--- config.mk ---
export PLATFORM = sky130hd
export DESIGN_NAME = secded_codec
export DESIGN_NICKNAME = d
export VERILOG_FILES = /design/src/rtl/secded_pkg.sv /design/src/rtl/secded_ctrl.sv /design/src/rtl/secded_enc_path.sv /design/src/rtl/secded_dec_path.sv /design/src/rtl/secded_codec.sv
export SDC_FILE = /design/constraint.sdc
export NUM_CORES = 1
export LEC_CHECK = 0
export BUFFER_PORTS_ARGS = -buffer_cell sky130_fd_sc_hd__buf_4
export CAP_MARGIN = 10
export CORE_MARGIN = 5
export CORE_UTILIZATION = 45
export CTS_BUF_LIST = sky130_fd_sc_hd__clkbuf_16
export DETAILED_ROUTE_END_ITERATION = 8
export PLACE_DENSITY = 0.72
export SYNTH_ARGS = -nofsm -noshare
export SYNTH_HDL_FRONTEND = slang
export SYNTH_SLANG_ARGS = --single-unit
--- constraint.sdc ---
create_clock -name clk -period 0.9 [get_ports clk]
set_clock_uncertainty 0.15 [all_clocks]
set_input_delay 0 -clock clk [delete_from_list [all_inputs] [get_ports clk]]
set_output_delay 0 -clock clk [all_outputs]
set_load 0.02 [all_outputs]
--- src/rtl/secded_pkg.sv ---
package secded_pkg;

  typedef struct packed {
    logic encLoad;
    logic decLoad;
    logic flipEn;
  } codecStrobe_t;

  typedef enum logic [1:0] {
    CLS_CLEAN   = 2'd0,
    CLS_SINGLE  = 2'd1,
    CLS_OVERALL = 2'd2,
    CLS_FATAL   = 2'd3
  } errClass_e;

  // Smallest check-bit count whose positions can index every code bit.
  function automatic int parityCount(input int dataW);
    int p;
    p = 0;
    for (int q = 1; q <= 8; q++) begin
      if (p == 0 && (1 << q) >= dataW + q + 1) p = q;
    end
    return p;
  endfunction

  // Hamming position of data bit idx: the idx-th non-power-of-two from 3.
  function automatic int dataPos(input int idx);
    int cnt;
    int res;
    cnt = 0;
    res = 0;
    for (int pos = 3; pos < 128; pos++) begin
      if ((pos & (pos - 1)) != 0) begin
        if (cnt == idx) res = pos;
        cnt++;
      end
    end
    return res;
  endfunction

  // Data bits covered by check bit k.
  function automatic logic [63:0] coverMask(input int k, input int dataW);
    logic [63:0] m;
    m = '0;
    for (int i = 0; i < 64; i++) begin
      if (i < dataW && ((dataPos(i) >> k) & 1) == 1) m[i] = 1'b1;
    end
    return m;
  endfunction

endpackage

--- src/rtl/secded_ctrl.sv ---
module secded_ctrl
  import secded_pkg::*;
(
  input  logic         encEn,
  input  logic         decEn,
  input  logic         synNonZero,
  input  logic         synInRange,
  input  logic         ovrBad,
  output codecStrobe_t strobe,
  output errClass_e    cls
);

  always_comb begin
    if (!synNonZero) begin
      cls = ovrBad ? CLS_OVERALL : CLS_CLEAN;
    end else if (ovrBad && synInRange) begin
      cls = CLS_SINGLE;
    end else begin
      cls = CLS_FATAL;
    end
  end

  always_comb begin
    strobe.encLoad = encEn;
    strobe.decLoad = decEn;
    strobe.flipEn  = (cls == CLS_SINGLE);
  end

endmodule

--- src/rtl/secded_enc_path.sv ---
module secded_enc_path
  import secded_pkg::*;
#(
  parameter int DATA_W   = 8,
  parameter int PAR_W    = 4,
  parameter bit PIPE_OUT = 1'b1,
  localparam int CODE_W  = DATA_W + PAR_W + 1
) (
  input  logic              clk,
  input  logic              aclr,
  input  logic              load,
  input  logic [DATA_W-1:0] data,
  output logic [CODE_W-1:0] code
);

  logic [PAR_W-1:0]  checkBits;
  logic              overallBit;
  logic [CODE_W-1:0] codeNext;

  for (genvar k = 0; k < PAR_W; k++) begin : g_chk
    localparam logic [63:0] CM = coverMask(k, DATA_W);
    assign checkBits[k] = ^(data & CM[DATA_W-1:0]);
  end

  assign overallBit = (^data) ^ (^checkBits);
  assign codeNext   = {overallBit, checkBits, data};

  if (PIPE_OUT) begin : g_reg
    logic [CODE_W-1:0] codeQ;

    always_ff @(posedge clk or posedge aclr) begin
      if (aclr) codeQ <= '0;
      else if (load) codeQ <= codeNext;
    end

    assign code = codeQ;

    a_r2_overall_even: assert property (@(posedge clk) disable iff (aclr)
      (^code) == 1'b0);

    a_r1_data_low: assert property (@(posedge clk) disable iff (aclr)
      ($past(load) && !$past(aclr)) |-> code[DATA_W-1:0] == $past(data));

    a_r9_enc_hold: assert property (@(posedge clk) disable iff (aclr)
      !load |=> $stable(code));
  end else begin : g_comb
    assign code = codeNext;
  end

endmodule

--- src/rtl/secded_dec_path.sv ---
module secded_dec_path
  import secded_pkg::*;
#(
  parameter int DATA_W   = 8,
  parameter int PAR_W    = 4,
  parameter bit PIPE_OUT = 1'b1,
  localparam int CODE_W  = DATA_W + PAR_W + 1
) (
  input  logic              clk,
  input  logic              aclr,
  input  logic              load,
  input  logic              flipEn,
  input  errClass_e         cls,
  input  logic [CODE_W-1:0] code,
  output logic              synNonZero,
  output logic              synInRange,
  output logic              ovrBad,
  output logic [DATA_W-1:0] data,
  output logic              flagAny,
  output logic              flagFixed,
  output logic              flagFatal
);

  localparam logic [PAR_W-1:0] MAXPOS = PAR_W'(DATA_W + PAR_W);

  logic [DATA_W-1:0] dataRx;
  logic [PAR_W-1:0]  parRx;
  logic [PAR_W-1:0]  syn;
  logic [DATA_W-1:0] hit;
  logic [DATA_W-1:0] dataFix;
  logic              anyNext, fixedNext, fatalNext;

  assign dataRx = code[DATA_W-1:0];
  assign parRx  = code[DATA_W+PAR_W-1:DATA_W];

  for (genvar k = 0; k < PAR_W; k++) begin : g_syn
    localparam logic [63:0] CM = coverMask(k, DATA_W);
    assign syn[k] = (^(dataRx & CM[DATA_W-1:0])) ^ parRx[k];
  end

  for (genvar i = 0; i < DATA_W; i++) begin : g_hit
    localparam logic [PAR_W-1:0] POSV = PAR_W'(dataPos(i));
    assign hit[i] = (syn == POSV);
  end

  assign synNonZero = |syn;
  assign synInRange = (syn <= MAXPOS);
  assign ovrBad     = ^code;
  assign dataFix    = dataRx ^ (flipEn ? hit : '0);

  assign anyNext   = (cls != CLS_CLEAN);
  assign fixedNext = (cls == CLS_SINGLE) || (cls == CLS_OVERALL);
  assign fatalNext = (cls == CLS_FATAL);

  if (PIPE_OUT) begin : g_reg
    logic [DATA_W-1:0] dataQ;
    logic              anyQ, fixedQ, fatalQ;

    always_ff @(posedge clk or posedge aclr) begin
      if (aclr) begin
        dataQ  <= '0;
        anyQ   <= 1'b0;
        fixedQ <= 1'b0;
        fatalQ <= 1'b0;
      end else if (load) begin
        dataQ  <= dataFix;
        anyQ   <= anyNext;
        fixedQ <= fixedNext;
        fatalQ <= fatalNext;
      end
    end

    assign data      = dataQ;
    assign flagAny   = anyQ;
    assign flagFixed = fixedQ;
    assign flagFatal = fatalQ;

    a_r7_fixed_fatal_excl: assert property (@(posedge clk) disable iff (aclr)
      !(flagFixed && flagFatal));

    a_r7_even_never_fixed: assert property (@(posedge clk) disable iff (aclr)
      $past(load && !ovrBad && !aclr) |-> !flagFixed);

    a_r4_clean_pass: assert property (@(posedge clk) disable iff (aclr)
      $past(load && !synNonZero && !ovrBad && !aclr)
        |-> (data == $past(dataRx)) && !flagAny);

    a_r9_dec_hold: assert property (@(posedge clk) disable iff (aclr)
      !load |=> $stable(data) && $stable(flagAny) && $stable(flagFatal));
  end else begin : g_comb
    assign data      = dataFix;
    assign flagAny   = anyNext;
    assign flagFixed = fixedNext;
    assign flagFatal = fatalNext;
  end

endmodule

--- src/rtl/secded_codec.sv ---
module secded_codec
  import secded_pkg::*;
#(
  parameter int DATA_W   = 8,
  parameter bit PIPE_OUT = 1'b1,
  localparam int PAR_W   = parityCount(DATA_W),
  localparam int CODE_W  = DATA_W + PAR_W + 1
) (
  input  logic              clk,
  input  logic              aclr,
  input  logic              encEn,
  input  logic [DATA_W-1:0] encData,
  output logic [CODE_W-1:0] encCode,
  input  logic              decEn,
  input  logic [CODE_W-1:0] decCode,
  output logic [DATA_W-1:0] decData,
  output logic              errAny,
  output logic              errFixed,
  output logic              errFatal
);

  codecStrobe_t strobe;
  errClass_e    cls;
  logic         synNonZero, synInRange, ovrBad;

  secded_ctrl u_ctrl (
    .encEn      (encEn),
    .decEn      (decEn),
    .synNonZero (synNonZero),
    .synInRange (synInRange),
    .ovrBad     (ovrBad),
    .strobe     (strobe),
    .cls        (cls)
  );

  secded_enc_path #(
    .DATA_W   (DATA_W),
    .PAR_W    (PAR_W),
    .PIPE_OUT (PIPE_OUT)
  ) u_enc (
    .clk  (clk),
    .aclr (aclr),
    .load (strobe.encLoad),
    .data (encData),
    .code (encCode)
  );

  secded_dec_path #(
    .DATA_W   (DATA_W),
    .PAR_W    (PAR_W),
    .PIPE_OUT (PIPE_OUT)
  ) u_dec (
    .clk        (clk),
    .aclr       (aclr),
    .load       (strobe.decLoad),
    .flipEn     (strobe.flipEn),
    .cls        (cls),
    .code       (decCode),
    .synNonZero (synNonZero),
    .synInRange (synInRange),
    .ovrBad     (ovrBad),
    .data       (decData),
    .flagAny    (errAny),
    .flagFixed  (errFixed),
    .flagFatal  (errFatal)
  );

endmodule

==> Word level (Yosys, flattened, before mapping) <==
Cells that the tools add are included.
{ "totals": {"regBits": 24, "inputBits": 25, "out_inout_bits": 24, "wordCells": 42} }
{ "op_classes": {"order_cmp": 1, "n_eq_ne": 11, "n_mux": 4, "bitwise_logic": 6, "reduce_logical": 15} }
{ "ops": {"columns": ["operator", "count"], "rows": [
  ["8-bit XOR reduction", 9],
  ["4-bit equality test, second input constant", 4],
  ["13-bit XOR reduction", 1],
  ["4-bit by 3-bit equality test with 1-bit output, second input constant", 3],
  ["8-bit 2-to-1 mux", 1],
  ["8-bit bitwise XOR", 1],
  ["2-bit 2-to-1 mux", 3],
  ["1-bit bitwise XOR", 5],
  ["2-bit equality test, second input constant", 2],
  ["4-bit by 2-bit equality test with 1-bit output, second input constant", 1],
  ["4-bit <= comparator, second input constant", 1],
  ["4-bit OR reduction", 1],
  ["4-bit XOR reduction", 1],
  ["2-bit by 1-bit equality test with 1-bit output, second input constant", 1],
  ["2-bit nonzero test", 1],
  ["1-bit logical AND", 1],
  ["1-bit logical OR", 1]
]} }

==> Longest topological paths before layout <==
{ "logic_depth": {"ltp_word": 9, "depth_mapped": 9, "ltp_nobuf": 9} }

==> By module <==
A second synthesis with hierarchy kept.
{ "hier_totals": {"cells_unflattened": 137, "area_unflattened_um2": 1514.0} }
{ "modules_own_cells": {"columns": ["module", "instances", "cells_each", "area_each_um2", "seq_area_each_um2"], "rows": [
  ["secded_dec_path", 1, 87, 845.8, 275.3],
  ["secded_enc_path", 1, 44, 624.3, 325.3],
  ["secded_ctrl", 1, 6, 43.8, 0.0]
]} }

==> Worst setup path before layout <==
Ideal clock, no wire load.
{ "synth_timing": {"kind": "in2reg", "startpoint": "input port decCode[2]", "endpoint": "register u_dec.g_reg.dataQ[3] (netlist: u_dec.data[3])", "setup_time_ns": 0.082, "arrival_ns": 2.166, "t_required_ns": 0.668, "slack_ns": -1.498, "cell_stages": 9, "path_buffers": 0, "cell_sequence": "xnor3_2 > xnor3_4 > nor2_1 > o21ai_0 > and3_1 > ha_1 > nand3b_1 > or3_2 > a31oi_1"} }
{ "synth_via": {"elab_chain_cells": 9, "word_cells_on_any_way": 15, "classes_between": "order compare (1); eq/ne (2); mux (4); bitwise (3); reduce/logical (5)"} }
{ "synth_lines": {"columns": ["item", "line", "rtl"], "rows": [
  ["start, declared", "secded_codec.sv:15", "input logic [CODE_W-1:0] decCode,"],
  ["8-bit XOR reduction", "secded_dec_path.sv:38", "assign syn[k] = (^(dataRx & CM[DATA_W-1:0])) ^ parRx[k];"],
  ["1-bit bitwise XOR", "secded_dec_path.sv:38", null],
  ["4-bit <= comparator", "secded_dec_path.sv:47", "assign synInRange = (syn <= MAXPOS);"],
  ["1-bit logical AND", "secded_ctrl.sv:16", "end else if (ovrBad && synInRange) begin"],
  ["2-bit 2-to-1 mux", "secded_ctrl.sv:16", null],
  ["2-bit 2-to-1 mux", "secded_ctrl.sv:14", "if (!synNonZero) begin"],
  ["2-bit by 1-bit equality test with 1-bit output", "secded_ctrl.sv:26", "strobe.flipEn = (cls == CLS_SINGLE);"],
  ["8-bit 2-to-1 mux *", "secded_dec_path.sv:49", "assign dataFix = dataRx ^ (flipEn ? hit : '0);"],
  ["8-bit bitwise XOR *", "secded_dec_path.sv:49", null],
  ["end signal, assigned", "secded_dec_path.sv:66", "dataQ <= dataFix;"],
  ["end, declared", "secded_dec_path.sv:56", "logic [DATA_W-1:0] dataQ;"]
]} }
Every way passes the cells marked *; elsewhere a longest branch is shown, timed or not.
A chain may end at the register's enable or synchronous reset.

==> Final worst setup path <==
{ "layout_timing": {"startpoint": "input port decCode[3]", "endpoint": "register u_dec.g_reg.dataQ[6] (netlist: u_dec.data[6])"} }
The elaborated chain is that of the path after synthesis.

==> summary.md <==
| Metric | Value |
|---|---|
| Minimum clock period | 2291 ps |
| Max_cap viols | 0 |
| Gr usage total | 23.79% |
| Post-synthesis async set-or-reset flop share | 100.0% |
| Seq cells post-synth | 24 |
| Worst path required time | 880 ps |
| Clock Path Buffers | 2 |
| Worst setup path class | in -> reg |
| Slew headroom | 65.62% |
| Pleak | 0.001347 uW |
| Die footprint | 0.004680 sq mm |
| Clk sink count | 24 |
| Hold_buf cts | 1 |
| Antenna Nets Post-Route | 0 |
| Maximum VDD drop | 1.954 mV |
| First-pass GRT wire length | 8073 um |
| Clock slew at reported path FFs | 70 ps |
| RSZ-0062 raised after global routing | yes |
| Post-DP HPWL | 3335 um |
| Failing checks | negative hold slack, negative setup slack |
| Hold WC Path Type | in -> reg |
| Initial antenna violation count | 0 |
| Root buffer cell | clkbuf_16 |
| TritonCTS clock tree | yes |
| Htree depth | 1 |
| Hold_ws | -147.9 ps |
| Die Y | 68.41 um |
| Vias in the first global route | 1,642 |
| Final WS setup | -1391 ps |
| Residual DRC | 0 |
| Die extent in x | 68.41 um |
| CORE AREA | 0.003311 sq mm |
| Fin. max-slew vios | 0 |
| Syn Nets | 164 |
| Util after Layout | 90.48% |
| FF-to-FF setup slack | -130 ps |
| Setup crit end kind | flip-flop |
| Final #Nets | 269 |
| Primary FF master, synth | dfrtp_1 |
| Post-synth EDFFs | 0 |
| Period Utilization, post-route | 254.5% |
| WL/cell | 23.27 um |
| GRT overflow | 0 |
| Least-Margin Pin Slew | 514.0 ps |
| Worst EP arrival | 2270 ps |
| FP Rows | 21 |
| Share of cells above drive strength 1 | 71.25% |
| Starting Density | 46.37% |
| Post-synthesis area per instance | 11.29 sq um |
| Setup TNS | -15,410 ps |
| Final Setup Violations | 46 |
| GPL Wtd Cong | 0.8593 |
| Clock insertion delay at the later pin of the skew report | 260 ps |
| Synth area leader | dfrtp_1 |
| Io pins | 49 |
| Via-per-instance ratio | 5.531 |
| Status | finished, violations left |
| Via Count | 1,582 |
| Post-synthesis cell area | 0.001535 sq mm |
| Area after DPL | 0.002318 sq mm |
| PwrDens | 2146 mW/mm^2 |
| Pre-antenna DRT Iters | 4 |
| Largest net degree at the start of global routing | 17 |
| CTS buffer count | 3 |
| Drt total wl | 6656 um |
| Synth area leaders | dfrtp_1, xnor2_1, mux2_2 |
| Post-Layout Inst Area | 0.002995 sq mm |
| Final Hold Viols | 16 |
| Crit path launch type | primary input |
| Top-area cell type share of the netlist area | 39.12% |
| Register area share after synthesis | 39.12% |
| Antenna cells | 0 |
| Port bufs | 48 |
| P&R area growth vs syn | 95.11% |
| Cell count after synthesis | 136 |
| Critical Path Fanout Max | 3 |
| YS warnings | 0 |
| Initial drt markers | 79 |
| Synth unique cells | 34 |
| Maximum operating frequency | 436.5 MHz |
cell families (layout without fill, tap and decap cells):
kind of cell / count (synthesis) / count (layout) / share of synthesized area (%)
muxes: 12 / 12 / 8.721
buffers and inverters: 7 / 111 / 1.711
DFF: 24 / 24 / 39.12
adders and majority gates: 3 / 3 / 2.445
AOI/OAI and AO/OA: 23 / 23 / 8.883
and+or+nand+nor: 36 / 36 / 11.41
xor gates and xnor gates: 31 / 31 / 27.71
worst max-delay path: stages:
cell	delay, ps
buf_4	140
buf_4	150
xnor2_1	260
buf_4	200
xnor2_2	130
nor3_2	80
o21ai_2	180
and3_4	230
ha_1	170
nand2_2	80
buf_4	150
o31ai_1	350
a31oi_2	160
path summary, 6_finish.rpt:
| check | endpoint | cells past startpoint | startpoint |
|---|---|---|---|
| min | u_enc.code[6] | 2 | encData[6] |
| min reg2reg | u_enc.code[5] | 1 | u_enc.code[5] |
| max in group asynchronous | u_enc.code[3] | 4 | aclr |
| max | u_dec.data[6] | 13 | decCode[3] |
| min in group asynchronous | u_enc.code[8] | 4 | aclr |
| max reg2reg | u_dec.data[5] | 3 | u_dec.data[5] |
flip-flops by register name (all words and copies together) (netlist names):
name             flops
u_dec.data           8
u_dec.flagAny        1
u_dec.flagFatal      1
u_dec.flagFixed      1
u_enc.code          13
stage by stage:
stage | power [uW] | setup slack (ps) | instances | hold WS [ps]
floorplan | 2702 | -1287 | 136 | -136.0
global placement | 3690 | -1448 | 264 | -151.2
detailed placement | 3789 | -1581 | 264 | -146.4
CTS | 5635 | -1268 | 279 | -145.9
global route | 6682 | -1472 | 286 | -144.5
finish | 6429 | -1391 | 286 | -147.9
area by class of cell:
class	instances	area, sq um
Clock inverter	1	30.03
Clock buffer	3	75.07
Timing Repair Buffer	104	978.4
Tap cell	46	57.56
Inverter	3	11.26
Sequential cell	24	611.8
Multi-Input combinational cell	105	1231
Fill cell	119	315.3
repair_timing:
| item | 4_1_cts | 5_1_grt |
|---|---|---|
| setup endpoints to repair | 46 | 47 |
| setup buffers | 11 | 9 |
| pin swaps | 22 | 27 |
| resized for setup | 48 | 43 |
| endpoints found under the hold margin | 43 | 16 |
where the power goes:
group / switching, uW / internal, uW
Combinational: 1740 / 1950
Sequential: 163 / 1290
Clock: 412 / 885
routing by layer:
layer  part of all wire [%]  global-route usage [%]  up-vias
li1                       -                       -      691
met1                     38                   26.93      799
met2                     53                   44.10       66
met3                    5.3                   4.433       26
met4                    4.7                   7.940        0
met5                      0                       0        -
cell usage after synthesis (3+ instances only):
library cell  count
nand3_1           3
nand2_1           5
dfrtp_1          24
xnor3_1           3
mux2_2           11
xor2_1            5
clkbuf_1          4
or3_1             4
inv_1             3
xnor2_1          15
a21oi_1           4
ha_1              3
nor2_1           15
o21ai_0           7
a31oi_1           8
cell usage in the layout (no fill, tap or decap), types with 3 or more instances in the layout:
cell type	netlist	final
xnor2_4	1	5
buf_12	0	3
xnor2_1	15	7
buf_4	0	60
xnor2_2	1	5
or3_4	0	3
a31oi_1	8	6
nor2_1	15	11
nand2_1	5	3
dfrtp_1	24	15
nor2_4	0	4
mux2_2	11	9
xnor3_2	2	3
clkbuf_16	0	3
buf_6	0	38
dfrtp_2	0	9
inv_1	3	3
o21ai_0	7	3
No activity file was read; power rests on OpenSTA's default activity.
